**src/rtl/rxdf_pkg.sv**
```systemverilog
package rxdf_pkg;
  typedef enum logic [1:0] {
    ST_IDLE,
    ST_SKIP,
    ST_HUNT,
    ST_DATA
  } rx_state_e;

  localparam logic [31:0] CRC_POLY    = 32'h04C1_1DB7;
  localparam logic [31:0] CRC_RESIDUE = 32'hC704_DD7B;
endpackage

```
**src/rtl/rxdf_sync.sv**
```systemverilog
module rxdf_sync
  import rxdf_pkg::*;
#(
  parameter int SKIP_BITS = 8
) (
  input  logic clk,
  input  logic rst_n,
  input  logic crs_i,
  input  logic bit_i,
  output logic data_en_o,
  output logic sfd_o,
  output logic end_o
);
  localparam int SKW = $clog2(SKIP_BITS + 1);

  rx_state_e      state;
  logic [SKW-1:0] skip_cnt;
  logic           prev;

  always_ff @(posedge clk) begin
    if (!rst_n) begin
      state    <= ST_IDLE;
      skip_cnt <= '0;
      prev     <= 1'b0;
    end else if (!crs_i) begin
      state <= ST_IDLE;
    end else begin
      unique case (state)
        ST_IDLE: begin
          skip_cnt <= SKW'(1);
          prev     <= 1'b0;
          state    <= (SKIP_BITS <= 1) ? ST_HUNT : ST_SKIP;
        end
        ST_SKIP: begin
          if (skip_cnt == SKW'(SKIP_BITS - 1)) begin
            state <= ST_HUNT;
            prev  <= 1'b0;
          end else begin
            skip_cnt <= skip_cnt + 1'b1;
          end
        end
        ST_HUNT: begin
          prev <= bit_i;
          if (prev && bit_i) state <= ST_DATA;
        end
        default: ;
      endcase
    end
  end

  assign data_en_o = crs_i && (state == ST_DATA);
  assign sfd_o     = crs_i && (state == ST_HUNT) && prev && bit_i;
  assign end_o     = !crs_i && (state == ST_DATA);
endmodule

```
**src/rtl/rxdf_crc.sv**
```systemverilog
module rxdf_crc
  import rxdf_pkg::*;
(
  input  logic clk,
  input  logic rst_n,
  input  logic clear_i,
  input  logic en_i,
  input  logic bit_i,
  output logic ok_o
);
  logic [31:0] crc_q;
  logic        fb;

  assign fb = crc_q[31] ^ bit_i;

  always_ff @(posedge clk) begin
    if (!rst_n || clear_i) begin
      crc_q <= '1;
    end else if (en_i) begin
      crc_q <= {crc_q[30:0], 1'b0} ^ (fb ? CRC_POLY : 32'h0);
    end
  end

  assign ok_o = (crc_q == CRC_RESIDUE);
endmodule

```
**src/rtl/rxdf_assemble.sv**
```systemverilog
module rxdf_assemble #(
  parameter int CNT_W = 16
) (
  input  logic             clk,
  input  logic             rst_n,
  input  logic             clear_i,
  input  logic             en_i,
  input  logic             bit_i,
  output logic             byte_done_o,
  output logic [7:0]       byte_o,
  output logic [CNT_W-1:0] count_o,
  output logic [2:0]       phase_o
);
  logic [6:0] sr;

  assign byte_done_o = en_i && (phase_o == 3'd7);
  assign byte_o      = {bit_i, sr};

  always_ff @(posedge clk) begin
    if (!rst_n || clear_i) begin
      sr      <= '0;
      phase_o <= '0;
      count_o <= '0;
    end else if (en_i) begin
      sr      <= {bit_i, sr[6:1]};
      phase_o <= phase_o + 3'd1;
      if (byte_done_o && (count_o != '1)) count_o <= count_o + 1'b1;
    end
  end
endmodule

```
**src/rtl/eth_rx_deframer.sv**
```systemverilog
module eth_rx_deframer #(
  parameter int CNT_W     = 16,
  parameter int MIN_FRAME = 64,
  parameter int MIN_DATA  = 46,
  parameter int HDR_LEN   = 14,
  parameter int SKIP_BITS = 8
) (
  input  logic             clk,
  input  logic             rst_n,
  input  logic             rx_crs,
  input  logic             rx_bit,
  input  logic             rx_col,
  input  logic             strip_en,
  output logic             out_valid,
  output logic [7:0]       out_data,
  output logic             out_last,
  output logic             eof_valid,
  output logic             eof_fcs_err,
  output logic             eof_discard,
  output logic             eof_align_err,
  output logic [CNT_W-1:0] eof_count
);
  localparam int LEN_HI = HDR_LEN - 2;
  localparam int LEN_LO = HDR_LEN - 1;

  logic             data_en, sfd_hit, frame_end;
  logic             byte_done, crc_ok;
  logic [7:0]       cur_byte;
  logic [CNT_W-1:0] idx;
  logic [2:0]       phase;

  rxdf_sync #(.SKIP_BITS(SKIP_BITS)) sync_i (
    .clk(clk), .rst_n(rst_n), .crs_i(rx_crs), .bit_i(rx_bit),
    .data_en_o(data_en), .sfd_o(sfd_hit), .end_o(frame_end)
  );

  rxdf_assemble #(.CNT_W(CNT_W)) asm_i (
    .clk(clk), .rst_n(rst_n), .clear_i(sfd_hit), .en_i(data_en),
    .bit_i(rx_bit), .byte_done_o(byte_done), .byte_o(cur_byte),
    .count_o(idx), .phase_o(phase)
  );

  rxdf_crc crc_i (
    .clk(clk), .rst_n(rst_n), .clear_i(sfd_hit), .en_i(data_en),
    .bit_i(rx_bit), .ok_o(crc_ok)
  );

  logic [7:0]       held, len_hi;
  logic             held_v, stopped, flush_pend, lim_v, col_seen;
  logic [CNT_W-1:0] lim;
  logic [15:0]      len_now;
  logic             cut_now, hit_limit, do_flush;

  assign len_now   = {len_hi, cur_byte};
  assign cut_now   = byte_done && strip_en && (idx == CNT_W'(LEN_LO))
                     && (len_now < 16'(MIN_DATA));
  assign hit_limit = byte_done && !stopped &&
                     ((cut_now && (len_now == 16'd0)) || (lim_v && (idx == lim)));
  assign do_flush  = (flush_pend || frame_end) && held_v && !stopped;

  always_ff @(posedge clk) begin
    if (!rst_n) begin
      out_valid     <= 1'b0;
      out_data      <= '0;
      out_last      <= 1'b0;
      eof_valid     <= 1'b0;
      eof_fcs_err   <= 1'b0;
      eof_discard   <= 1'b0;
      eof_align_err <= 1'b0;
      eof_count     <= '0;
      held          <= '0;
      held_v        <= 1'b0;
      stopped       <= 1'b0;
      flush_pend    <= 1'b0;
      len_hi        <= '0;
      lim           <= '0;
      lim_v         <= 1'b0;
      col_seen      <= 1'b0;
    end else begin
      out_valid <= 1'b0;
      out_last  <= 1'b0;
      eof_valid <= 1'b0;

      if (sfd_hit) begin
        held_v     <= 1'b0;
        stopped    <= 1'b0;
        flush_pend <= 1'b0;
        lim_v      <= 1'b0;
        col_seen   <= 1'b0;
      end

      if (data_en && rx_col && (idx < CNT_W'(MIN_FRAME))) col_seen <= 1'b1;

      if (byte_done && !stopped) begin
        if (held_v) begin
          out_valid <= 1'b1;
          out_data  <= held;
        end
        held   <= cur_byte;
        held_v <= 1'b1;
        if (idx == CNT_W'(LEN_HI)) len_hi <= cur_byte;
        if (cut_now) begin
          lim   <= CNT_W'(LEN_LO) + CNT_W'(len_now);
          lim_v <= 1'b1;
        end
        if (hit_limit) flush_pend <= 1'b1;
      end

      if (do_flush) begin
        out_valid  <= 1'b1;
        out_last   <= 1'b1;
        out_data   <= held;
        held_v     <= 1'b0;
        stopped    <= 1'b1;
        flush_pend <= 1'b0;
      end

      if (frame_end) begin
        eof_valid     <= 1'b1;
        eof_fcs_err   <= !crc_ok;
        eof_align_err <= (phase != 3'd0);
        eof_count     <= idx;
        eof_discard   <= col_seen || (idx < CNT_W'(MIN_FRAME));
        held_v        <= 1'b0;
        flush_pend    <= 1'b0;
      end
    end
  end
endmodule

```
**config.mk**
```make
export PLATFORM = sky130hd
export DESIGN_NAME = eth_rx_deframer
export DESIGN_NICKNAME = d
export VERILOG_FILES = /design/src/rtl/rxdf_pkg.sv /design/src/rtl/rxdf_sync.sv /design/src/rtl/rxdf_crc.sv /design/src/rtl/rxdf_assemble.sv /design/src/rtl/eth_rx_deframer.sv
export SDC_FILE = /design/constraint.sdc
export NUM_CORES = 1
export LEC_CHECK = 0
export BUFFER_PORTS_ARGS = -buffer_cell sky130_fd_sc_hd__buf_2
export CORE_MARGIN = 4
export CORE_UTILIZATION = 54
export CTS_BUF_LIST = sky130_fd_sc_hd__clkbuf_16
export DETAILED_ROUTE_END_ITERATION = 8
export GPL_TIMING_DRIVEN = 0
export PLACE_DENSITY_LB_ADDON = 0.2
export SKIP_LAST_GASP = 1
export SLEW_MARGIN = 5
export SYNTH_ARGS = -nofsm -noshare
export SYNTH_HDL_FRONTEND = slang
export SYNTH_HIERARCHICAL = 1
export SYNTH_SLANG_ARGS = --single-unit
```
**constraint.sdc**
```tcl
create_clock -name clk -period 2.9 [get_ports clk]
set_input_delay 0.87 -clock clk [delete_from_list [all_inputs] [get_ports clk]]
set_output_delay 0.87 -clock clk [all_outputs]
set_load 0.005 [all_outputs]
```
Word-level counts from Yosys, hierarchy flattened
Index checks and enable logic that the tools add are counted.
Widths: inputs -> output; s select.
Word-level totals
  logic and storage cells: 117
  flip-flop bits (word level): 132
  input port bits: 6
Cells by class
  add/subtract/negate cells: 4
  mux-type cells: 26
  eq/ne operators: 13
  bitwise gates (word level): 3
  order comparisons: 2
  reductions and logical operators: 46
Operators by type and width (count)
  $eq 16x4->1 const B: 2
  $eq 32x32->1 const B: 1
  $xor 32x32->32: 1
  $mux 27: 1
  $mux 8: 3
  $logic_and 1x1->1: 19
  $add 16x1->16 const B: 1
  $add 4x16->16 const A: 1
  $eq 16x16->1: 1
  $logic_not 16->1: 1
  $lt 16x6->1 const B: 1
  $lt 16x7->1 const B: 1
  $mux 1: 16
  $ne 16x16->1 const B: 1
  $reduce_bool 2->1: 6
  $reduce_and 2->1: 5
  $reduce_and 3->1: 3
  $pmux 4 s2: 1
  $pmux 2 s3: 1
  $reduce_bool 3->1: 2
  $add 4x1->4 const B: 1
  $eq 2x2->1 const B: 2
  $eq 4x3->1 const B: 1
  $logic_not 1->1: 4
  13 further kinds: 18

Longest topological paths before layout
Gate-level depths: netlist (run 1).
  depth after elaboration: 11
  depth in mapped cells: 11
  depth with buffers taken out: 8

Modules after synthesis
Netlist (run 1), hierarchy kept.
Modules (own cells, without submodules)
  eth_rx_deframer: cells an instance 292, area each 2800.2 um2, times used 1, sequential area each 1341.3 um2
  rxdf_crc: cells an instance 133, area each 1332.5 um2, times used 1, sequential area each 640.6 um2
  rxdf_assemble: cells an instance 137, area each 1237.4 um2, times used 1, sequential area each 520.5 um2
  rxdf_sync: cells an instance 55, area each 501.7 um2, times used 1, sequential area each 140.1 um2

Worst setup path before layout (run 1)
OpenSTA, ideal clock, no wires.
  kind: input to register
  start point: input rx_crs
  end point: register lim[13]
  data arrival time: 2779 ps
  data required time: 2784 ps
  stages: 11
  slack: 5 ps
  cell sequence: buf_2 > and2_1 > nand2_4 > clkbuf_1 > inv_1 > nand2b_1 > buf_4 > nor3b_1 > nand4_4 > buf_6 > and3_2
On the way
  word-level cells in the longest chain between the ends: 6
  elaborated cells between the ends (all ways): 7
  those cells by class: reduce/logical: 7
RTL lines
  start: declaration: line eth_rx_deframer.sv:10  | input logic rx_crs,
  $logic_and 1x1->1 *: line rxdf_sync.sv:51  | assign data_en_o = crs_i && (state == ST_DATA);
  net data_en: line eth_rx_deframer.sv:26  | logic data_en, sfd_hit, frame_end;
  $logic_and 1x1->1 *: line rxdf_assemble.sv:16  | assign byte_done_o = en_i && (phase_o == 3'd7);
  net byte_done: line eth_rx_deframer.sv:27  | logic byte_done, crc_ok;
  $logic_and 1x1->1 (2 in a row): line eth_rx_deframer.sv:55  | assign cut_now = byte_done && strip_en && (idx == CNT_W'(LEN_LO))
  $logic_and 1x1->1: line eth_rx_deframer.sv:56  | && (len_now < 16'(MIN_DATA));
  $reduce_and 2->1 (no line) *
  end signal: assignment: line eth_rx_deframer.sv:103  | lim <= CNT_W'(LEN_LO) + CNT_W'(len_now);
  end: declaration: line eth_rx_deframer.sv:50  | logic [CNT_W-1:0] lim;
The timed path passes the listed nets; every way through them passes the cells marked *.
A chain may end at the register's enable or synchronous reset.

Final worst setup path (run 1)
  start point: register sync_i.state[0]
  end point: register lim[15]
On the way
  word-level cells in the longest chain between the ends: 7
  elaborated cells between the ends (all ways): 8
  those cells by class: eq/ne: 1; reduce/logical: 7
RTL lines
  start: declaration: line rxdf_sync.sv:16  | rx_state_e state;
  start signal: assignment: line rxdf_sync.sv:32  | state <= (SKIP_BITS <= 1) ? ST_HUNT : ST_SKIP;
  $eq 2x2->1 *: line rxdf_sync.sv:51
  $logic_and 1x1->1 *: line rxdf_sync.sv:51
  net data_en: line eth_rx_deframer.sv:26
  $logic_and 1x1->1 *: line rxdf_assemble.sv:16
  net byte_done: line eth_rx_deframer.sv:27
  $logic_and 1x1->1 (2 in a row): line eth_rx_deframer.sv:55
  $logic_and 1x1->1: line eth_rx_deframer.sv:56
  $reduce_and 2->1 (no line) *
Marked as above.

==> results of run 1 <==
## power groups by stage
stage          combinational [uW]  sequential, uW  clock [uW]
4_1_cts                       116            1830        1800
2_1_floorplan                84.6            1860           0
3_3_place_gp                  111            1860           0
5_1_grt                       129            1830        1900
3_5_place_dp                  115            1870           0
6_report                      117            1830        1770
## metrics by stage
| stage | hold slack, ns | total power [uW] | instance area (um^2) | std cells | setup slack (ns) |
|---|---|---|---|---|---|
| finish | 0.4580 | 3719 | 6723 | 820 | 0.2494 |
| global route | 0.4828 | 3857 | 6723 | 820 | 0.04362 |
| CTS | 0.4612 | 3746 | 6700 | 818 | 0.09667 |
| detailed placement | 0.4536 | 1980 | 6212 | 787 | -0.5602 |
| global placement | 0.4432 | 1976 | 6212 | 787 | -0.4750 |
| floorplan | 0.4337 | 1948 | 5872 | 617 | 0.004503 |
## logic make-up after synthesis
logic type,Yosys count,synth area share [%]
muxes,69,11.76
adders and majority gates,12,2.557
buffers and inverters,50,4.368
and+or+nand+nor,230,21.16
xor gates and xnor gates,34,5.199
DFF,132,45.00
AOI/OAI and AO/OA,90,9.951
## state kept, by name, indices dropped and copies added (netlist names), 2 cells and up
signal	flops
sync_i/state	2
sync_i/skip_cnt	4
asm_i/phase_o	3
asm_i/count_o	16
held	8
eof_count	16
len_hi	8
out_data	8
asm_i/sr	7
crc_i/crc_q	32
lim	16
## cells in the final DEF, fill, tap and decap left out, drive strengths merged, types with 16 or more instances in the layout
cell type / synthesis / routed
clkbuf: 21 / 38
dfxtp: 132 / 132
buf: 16 / 52
a21oi: 31 / 31
mux2i: 69 / 69
nor2: 45 / 45
inv: 12 / 16
nand2: 82 / 82
o21ai: 20 / 20
xor2: 28 / 28
## per-layer routing
metal  up-vias  routed length (um)  part of all wire, %  GRT usage [%]
met5         -                   0                    0              0
met4         0                 250                  1.9          8.013
met3        22                 598                  4.5          5.876
met2       104                6352                   48          33.97
met1      2254                6023                   46          28.67
li1       2295                   -                    -              -
## what timing repair did
action / CTS / global route
resized for setup: 2 / 2
setup buffers: 0 / 2
setup endpoints to repair: 25 / 19
## layout make-up
class	instances	area share, %
inverter	12	0.7072
clock buffer	17	6.328
buffer	38	3.108
clock inverter	14	0.8561
timing repair buffer	36	2.755
multi-input combinational	435	44.41
tap	136	2.531
sequential	132	39.31
## worst paths after layout
kind	slack, ns	start	end
worst max register to register	0.25	sync_i/state[0]	lim[15]
worst min register to register	0.46	len_hi[6]	len_hi[6]
worst min-delay path	0.46	len_hi[6]	len_hi[6]
worst max-delay path	0.25	sync_i/state[0]	lim[15]
## critical path: cells and delay by family, from the launching register on
kind / cells / cell delay [ns]
adders and majority gates: 1 / 0.23
DFF: 1 / 0.43
and+or+nand+nor: 6 / 1.07
buffers and inverters: 4 / 0.79
==> metrics.cfg, run 1 <==
[die]
io_pins=36
start_util_pct=56.12
dieArea_mm2=0.01261
fp.dieH_um=112.3
core_area_mm2=0.01046
rows=37
dieWidth_um=112.3

[power]
switchingPower_uw=813.6
leakage_uw=0.002651
p_clk_share_pct=47.7
p_int_uw=2905
combPwrFrac_pct=3.1
pwr-share-seq_pct=49.2
p_per_area_mw_per_mm2=553.1
netSwitchingFraction_pct=21.88
vdd_drop_max_mv=0.3954

[detailed_routing]
first_pass_iters=5
avgRoutedWirePerCell_um=16.13
routed-via-count=4675
drt_iter0_markers=371
wl_um=13230
viasPerCell=5.701
drc=0
ant_nets=0

[sta]
setup_viol=0
worst_pin_slew_ns=0.8981
finalHoldViolations=0
drv_slew=0
tns_ns=0
fmax_mhz=377.3
clock_skew_ns=0.008626
slew_headroom_pct=39.57
period_share_pct=91.40
rsz0062_at_grt=no
finalCriticalPeriod_ns=2.651

[layout]
drive_gt1_share_pct=14.77
syn2layout_area_growth_pct=14.49
postLayoutCoreUtil_pct=64.26
fillers=893
regArea_mm2=0.002643
multi_input_area_mm2=0.002985
num-nets-final=690
antenna_cells=0

[critical_path]
start_kind=flip-flop
worstPathArrival_ns=2.96
critPathMaxFanout=10
path_class=reg -> reg
cp_cell_sequence=ha_1 > and2_2 > nand2_4 > clkbuf_1 > inv_2 > nand2b_1 > buf_4 > nor3b_4 > nand4_4 > buf_6 > and3_2
crit_path_max_incr_delay_ns=0.43
cp.required_ns=3.21
reg2reg_depth=11
critPathSlowestCell=dfxtp_1
end_kind=flip-flop

[synthesis]
syn_nets=635
synth_seq_area_share_pct=45.00
ys.flop_type=dfxtp_1
synth.most_common_cell=dfxtp_1
ys_ff_latch=132
synth_area_leaders=dfxtp_1 45%, mux2i_1 12%, nand2_1 5.2%, xor2_1 4.2%, nor2_1 2.8%
synth.top_cells.by_count=132 x dfxtp_1, 81 x nand2_1, 69 x mux2i_1, 44 x nor2_1, 31 x a21oi_1
async_flop_share_pct=0
synth_top_area_cell=dfxtp_1
synthCells=617
synth_warnings=6
synth_top_area_share_pct=45.00
avgSynthCellArea_um2=9.517
synth_cell_type_count=70
syn_area_mm2=0.005872
synth_edf_count=0

[global_routing]
grt_start_max_net_pins=17
grt_pass1_wl_um=22260
antenna_found_initial=0
grt-ovfl-total=0
grt_pass1_vias=4509
grt_usage_pct=21.66

[cts]
cts_buffers=17
h-tree-depth=4
clock_sinks=132
clk_latency_ns=0.42
clk_pin_slew_ns=0.05
cts_tree=done
root_buffer=clkbuf_16
clk_path_buf_depth=2
holdBufCountCts=0

[job]
maxCapViolCount=0

[place]
hpwl_um=9279
io_buffers=34
gp_congestion=0.8569

[worst_hold_path]
holdCritPathClass=reg -> reg
hold-path-cell-count=2

[run_status]
status=complete, no violations

No activity file was read; power rests on OpenSTA's default activity.
==> run 2, diff against run 1 <==
--- a/config.mk
+++ b/config.mk
@@ -7,10 +7,11 @@
 export LEC_CHECK = 0
 export BUFFER_PORTS_ARGS = -buffer_cell sky130_fd_sc_hd__buf_2
 export CORE_MARGIN = 4
-export CORE_UTILIZATION = 54
+export CORE_UTILIZATION = 40
 export CTS_BUF_LIST = sky130_fd_sc_hd__clkbuf_16
 export DETAILED_ROUTE_END_ITERATION = 8
 export GPL_TIMING_DRIVEN = 0
+export MAX_ROUTING_LAYER = met4
 export PLACE_DENSITY_LB_ADDON = 0.2
 export SKIP_LAST_GASP = 1
 export SLEW_MARGIN = 5
==> run 2 against run 1 <==
Effect of this change: combinational power hardly changed; clock skew is 0.0018 ns lower; global-route usage is 3.4 points lower; critical endpoint is now lim[13]; largest power group is now the clock network.
==> metrics.cfg, run 2 (synthesized netlist as in run 1, its figures left out) <==
[run_status]
status=complete, no violations

[place]
pre_cts_ws_ns=-0.5727  ; -0.01251 ns
placed_area_mm2=0.006272  ; +0.97%
placed_cells=835  ; +6.1%
hpwl_um=9812  ; +5.7%
gp_congestion=0.8531  ; -0.44%
io_buffers=34  ; unchanged

[global_routing]
antenna_found_initial=0  ; unchanged
grt_pass1_wl_um=23190  ; +4.2%
grt_usage_pct=18.23  ; -3.4 points
grt-ovfl-total=0  ; unchanged
grt_start_max_net_pins=17  ; unchanged
grt_pass1_vias=4563  ; +1.2%

[sta]
finalCriticalPeriod_ns=2.635  ; -0.01512 ns
fmax_mhz=379.4  ; +0.57%
setup_viol=0  ; unchanged
tns_ns=0  ; unchanged
drv_slew=0  ; unchanged
slew_headroom_pct=33.34  ; -6.2 points
finalHoldViolations=0  ; unchanged
setup_ws_ns=0.2645  ; +0.01512 ns
period_share_pct=90.88  ; -0.52 points
rsz0062_at_grt=no
clock_skew_ns=0.006841  ; -0.001786 ns
worst_pin_slew_ns=0.9907  ; +0.09260 ns

[detailed_routing]
drt_iter0_markers=246  ; -34%
routed-wl-met2_um=6433  ; +1.3%
avgRoutedWirePerCell_um=16.03  ; -0.59%
m1WireLength_um=6773  ; +12%
ant_nets=0  ; unchanged
wl_um=13900  ; +5.1%
drc=0  ; unchanged
routed.top_layer=met4
viasPerCell=5.288  ; -7.2%
first_pass_iters=4  ; -1
wl_met3_um=420  ; -30%
routed-via-count=4585  ; -1.9%

[critical_path]
cpLargestDelayFamily=simple AND/OR/NAND/NOR gates
cp.required_ns=3.21  ; about the same
critPathMaxFanout=10  ; unchanged
crit_path_max_incr_delay_ns=0.42  ; about the same
end_kind=flip-flop
worstPathArrival_ns=2.95  ; about the same
cp_cell_sequence=ha_1 > and2_2 > nand2_4 > clkbuf_1 > inv_2 > nand2b_1 > buf_4 > nor3b_2 > nand4_4 > buf_6 > and3_2
cp_num_buf_inv=4  ; unchanged
start_kind=flip-flop
path_class=reg -> reg
critPathSlowestCell=dfxtp_1

[cts]
clk_path_buf_depth=2  ; unchanged
cts_buffers=17  ; unchanged
holdBufCountCts=0  ; unchanged
clock_sinks=132  ; unchanged
clk_latency_ns=0.42  ; about the same
cts_tree=done
h-tree-depth=4  ; unchanged
root_buffer=clkbuf_16
clk_pin_slew_ns=0.06  ; about the same

[die]
start_util_pct=40.55  ; -16 points
dieWidth_um=129.2  ; +15%
io_pins=36  ; unchanged
core_area_mm2=0.01448  ; +38%
fp.dieH_um=129.2  ; +15%
rows=44  ; +19%
dieArea_mm2=0.01668  ; +32%

[layout]
fin_area_mm2=0.006859  ; +2.0%
num-nets-final=689  ; -0.14%
layout_common_cells=132 x dfxtp_1, 81 x nand2_1, 69 x mux2i_1, 44 x nor2_1, 37 x buf_2
drive_gt1_share_pct=15.37  ; +0.61 points
antenna_cells=0  ; unchanged
largest-register=crc_i/crc_q
largest_reg_flops=32  ; unchanged
syn2layout_area_growth_pct=16.81
final_cells=867  ; +5.7%
fillers=1384  ; +55%
postLayoutCoreUtil_pct=47.37  ; -17 points
layout_commonest_cell=dfxtp_1

[job]
maxCapViolCount=0  ; unchanged

[power]
leakage_uw=0.002677  ; +0.97%
vdd_drop_max_mv=0.3935  ; -0.49%
p_per_area_mw_per_mm2=590.6  ; +6.8%

[worst_hold_path]
holdCritPathClass=reg -> reg

run 2: cell count changes in the layout (fill, tap and decap cells not counted), sizes merged:
cell,change
buf,-1
clkinvlp,+2
inv,-1
clkinv,-4
bufinv,+3
run 2: repair_timing:
item	CTS	global route
setup buffers	0	1
cloned	0	0
resized for setup	1	2
endpoints found under the hold margin	0	0
pin swaps	0	0
setup endpoints to repair	25	28
run 2: path summary, 6_finish.rpt:
path / slack, ns / cells past startpoint / to / start
max reg2reg: 0.26 / 11 / lim[13] / sync_i/state[0]
min reg2reg: 0.46 / 2 / held[6] / held[6]
min: 0.46 / 2 / held[6] / held[6]
max: 0.26 / 11 / lim[13] / sync_i/state[0]
run 2: routing by layer:
layer | up-vias | GRT usage (%)
li1 | 2293 | -
met1 | 2185 | 23.48
met2 | 82 | 27.80
met3 | 25 | 4.040
met4 | 0 | 7.474
met5 | - | -
run 2: report_power, final:
group	leakage [uW]	internal [uW]	switching (uW)
Sequential	0.00106	1820	6.36
Clock	0.000287	1320	782
Combinational	0.00133	40.2	78.9
run 2: metrics by stage:
step	hold WS (ns)	power, uW
after detailed placement	0.4531	1984
after global routing	0.4794	4184
after CTS	0.4629	4090
final	0.4635	4051
after global placement	0.4437	1980
after floorplan	0.4337	1948
run 2: worst min-delay path: cells and delay by family, from the launching register on:
kind               cells  cell delay, ns
DFF                    1            0.31
and+or+nand+nor        1            0.05
AOI/OAI and AO/OA      1            0.05
run 2: layout make-up:
cell class	instances	area [um^2]	area share [%]
buffer	38	209.0	3.046
timing repair buffer	35	177.7	2.590
inverter	12	47.55	0.6932
tap	184	230.2	3.356
sequential	132	2643	38.53
clock buffer	17	425.4	6.202
clock inverter	14	147.6	2.153
multi-input combinational	435	2979	43.43
==> run 3, diff against run 2 <==
--- a/config.mk
+++ b/config.mk
@@ -13,9 +13,9 @@
 export GPL_TIMING_DRIVEN = 0
 export MAX_ROUTING_LAYER = met4
 export PLACE_DENSITY_LB_ADDON = 0.2
+export REMOVE_ABC_BUFFERS = 1
 export SKIP_LAST_GASP = 1
 export SLEW_MARGIN = 5
 export SYNTH_ARGS = -nofsm -noshare
 export SYNTH_HDL_FRONTEND = slang
-export SYNTH_HIERARCHICAL = 1
 export SYNTH_SLANG_ARGS = --single-unit
==> run 3 against run 2 <==
Effect of this change: utilization barely moved; clock power decreased by 2%; first-iteration DRC count is 25% higher; setup slack better by 0.080 ns; maximum frequency up 3.1%; sequential power is essentially flat; flip-flop and latch count is the same; non-clock buffer count fell by 33; worst hold slack got worse by 0.00062 ns; synthesized cell count rose by 5.2%; largest cell class unchanged; highest routed layer unchanged.
==> metrics.cfg, run 3 <==
[run_status]
status=complete, no violations

[synthesis]
synth_area_leaders=dfxtp_1 46%, nand2_1 8.9%, xnor2_1 5.6%, mux2i_1 3.8%, a21boi_0 3.3%
synth_top_area_cell=dfxtp_1
synth_warnings=0  ; -6
synth_seq_area_share_pct=45.95  ; +0.95 points
async_flop_share_pct=0  ; unchanged
syn_area_mm2=0.005751  ; -2.1%
synth_cell_type_count=50  ; -29%
synth_top_area_share_pct=45.95  ; +0.95 points
ys_ff_latch=132  ; unchanged
synth.most_common_cell=nand2_1
synthCells=649  ; +5.2%
ys.flop_type=dfxtp_1
synth_edf_count=0  ; unchanged
synth.top_cells.by_count=137 x nand2_1, 132 x dfxtp_1, 37 x xnor2_1, 32 x clkbuf_1, 31 x nand3_1
avgSynthCellArea_um2=8.861  ; -6.9%

[global_routing]
grt_pass1_wl_um=20460  ; -12%
grt_pass1_vias=4141  ; -9.2%
antenna_found_initial=0  ; unchanged
grt_usage_pct=15.90  ; -2.3 points
grt_start_max_net_pins=65  ; +48
grt-ovfl-total=0  ; unchanged

[critical_path]
r2r-end=lim[6]
start_kind=input pin
end_kind=flip-flop
path_class=in -> reg
worstPathArrival_ns=2.91  ; -0.04 ns
r2r-start=sync_i.state[0]
critPathMaxFanout=64  ; +54
reg2reg_depth=6  ; -5
ff2ff_setup_slack_ns=0.41  ; +0.15 ns
cp.required_ns=3.25  ; +0.04 ns

[detailed_routing]
drc=0  ; unchanged
routed.top_layer=met4
viasPerCell=5.077  ; -4.0%
ant_nets=0  ; unchanged
m1WireLength_um=6123  ; -9.6%
drt_iter0_markers=307  ; +25%
routed-wl-met2_um=5314  ; -17%
avgRoutedWirePerCell_um=14.06  ; -12%
wl_um=12050  ; -13%
routed-via-count=4351  ; -5.1%
wl_met3_um=476  ; +13%
first_pass_iters=4  ; unchanged

[die]
start_util_pct=41.11  ; +0.55 points
dieArea_mm2=0.01636  ; -1.9%
rows=43  ; -2.3%
dieWidth_um=127.9  ; -0.98%
io_pins=36  ; unchanged
fp.dieH_um=127.9  ; -0.98%
core_area_mm2=0.01399  ; -3.4%

[sta]
tns_ns=0  ; unchanged
fmax_mhz=391.3  ; +3.1%
finalCriticalPeriod_ns=2.556  ; -0.07992 ns
clock_skew_ns=0.01281  ; +0.005966 ns
worst_pin_slew_ns=1.194  ; +0.2035 ns
setup_viol=0  ; unchanged
finalHoldViolations=0  ; unchanged
drv_slew=0  ; unchanged
whs_ns=0.4629  ; -0.0006170 ns
rsz0062_at_grt=no
period_share_pct=88.12  ; -2.8 points
slew_headroom_pct=20.38  ; -13 points

[place]
placed_cells=824  ; -1.3%
gp_congestion=0.8150  ; -4.5%
io_buffers=35  ; +2.9%
hpwl_um=7975  ; -19%

[worst_hold_path]
holdCritPathClass=reg -> reg
worstHoldEndpoint=eof_count[4]
hold_start=eof_count[4]
hold-path-cell-count=2  ; unchanged

[cts]
root_buffer=clkbuf_16
h-tree-depth=4  ; unchanged
cts_tree=done
cts_buffers=17  ; unchanged
clk_latency_ns=0.42  ; about the same
clk_path_buf_depth=2  ; unchanged
clk_pin_slew_ns=0.05  ; about the same
clock_sinks=132  ; unchanged

[layout]
layout_common_cells=136 x nand2_1, 132 x dfxtp_1, 37 x xnor2_1, 35 x buf_2, 31 x nand3_1
syn2layout_area_growth_pct=15.19
drive_gt1_share_pct=11.82  ; -3.6 points
num-nets-final=686  ; -0.44%
largest-register=crc_i.crc_q
largest_reg_flops=32  ; unchanged
final_cells=857  ; -1.2%
layout_commonest_cell=nand2_1
antenna_cells=0  ; unchanged

[power]
vdd_drop_max_mv=0.4114  ; +4.6%
p_per_area_mw_per_mm2=605.8  ; +2.6%
leakage_uw=0.002718  ; +1.5%
p_total_uw=4013  ; -0.95%

[job]
maxCapViolCount=0  ; unchanged

[run 3: cell count changes after synthesis, sizes merged, moves of 15 or more]
cell,change
nand2,+55
mux2i,-47
xnor2,+31
a21boi,+24
nor2,-23
xor2,-23
nor2b,+21
nand3,+19
and2,+15
[run 3: what timing repair did]
action	CTS	global route
endpoints found under the setup margin	10	11
gates resized for setup	1	0
hold buffers	0	0
pin swaps	0	1
buffers inserted	0	2
[run 3: routing by layer]
metal / up-vias / global-route usage (%)
met5: - / -
met4: 0 / 5.431
met3: 11 / 4.750
met2: 62 / 23.01
met1: 2041 / 21.18
li1: 2237 / -
[run 3: worst max-delay path by stage]
stage	depth (start not counted)	slack [ns]	from	endpoint
6_report	5	0.34	rst_n	asm_i.count_o[9]
2_1_floorplan	4	0.24	rx_crs	held[0]
4_1_cts	6	0.09	sync_i.state[0]	lim[6]
3_5_place_dp	6	-0.41	rx_crs	lim[6]
3_3_place_gp	5	-1.05	rst_n	asm_i.count_o[9]
5_1_grt	5	0.02	rst_n	asm_i.count_o[9]
[run 3: worst max-delay path: stages]
cell and delay, ns:
buf_2 0.72, nand2_1 0.80, nor2_1 0.27, nand4_1 0.11, nand2_1 0.08
[run 3: metrics by stage]
step           utilization [%]  setup WS (ns)  cell area (um^2)
2_1_floorplan                -         0.2424              5565
3_3_place_gp             42.65         -1.050              5966
3_5_place_dp             43.10        -0.4144              6030
4_1_cts                  47.25        0.08675              6609
5_1_grt                  47.35        0.01664              6624
6_report                 47.35         0.3445              6624
[run 3: where the power goes]
part	switching, uW	internal, uW
Clock	749	1320
Sequential	7.46	1820
Combinational	68.9	41.1
Total	826	3190
[run 3: final cells by class]
| class | count | area (um^2) |
|---|---|---|
| Clock buffer | 17 | 425.4 |
| Tap cell | 180 | 225.2 |
| Fill cell | 1352 | 7365 |
| Clock inverter | 14 | 147.6 |
| Multi-Input combinational cell | 464 | 2905 |
| Sequential cell | 132 | 2643 |
| Timing Repair Buffer | 40 | 240.2 |
| Inverter | 10 | 37.54 |
[run 3: kinds of logic after synthesis]
logic type                 Yosys count  synth area share, %
and+or+nand+nor                    292                25.39
DFF                                132                45.95
AOI/OAI and AO/OA                   93                11.29
buffers and inverters               53                3.873
xor gates and xnor gates            42                6.397
muxes                               22                3.829
adders and majority gates           15                3.264
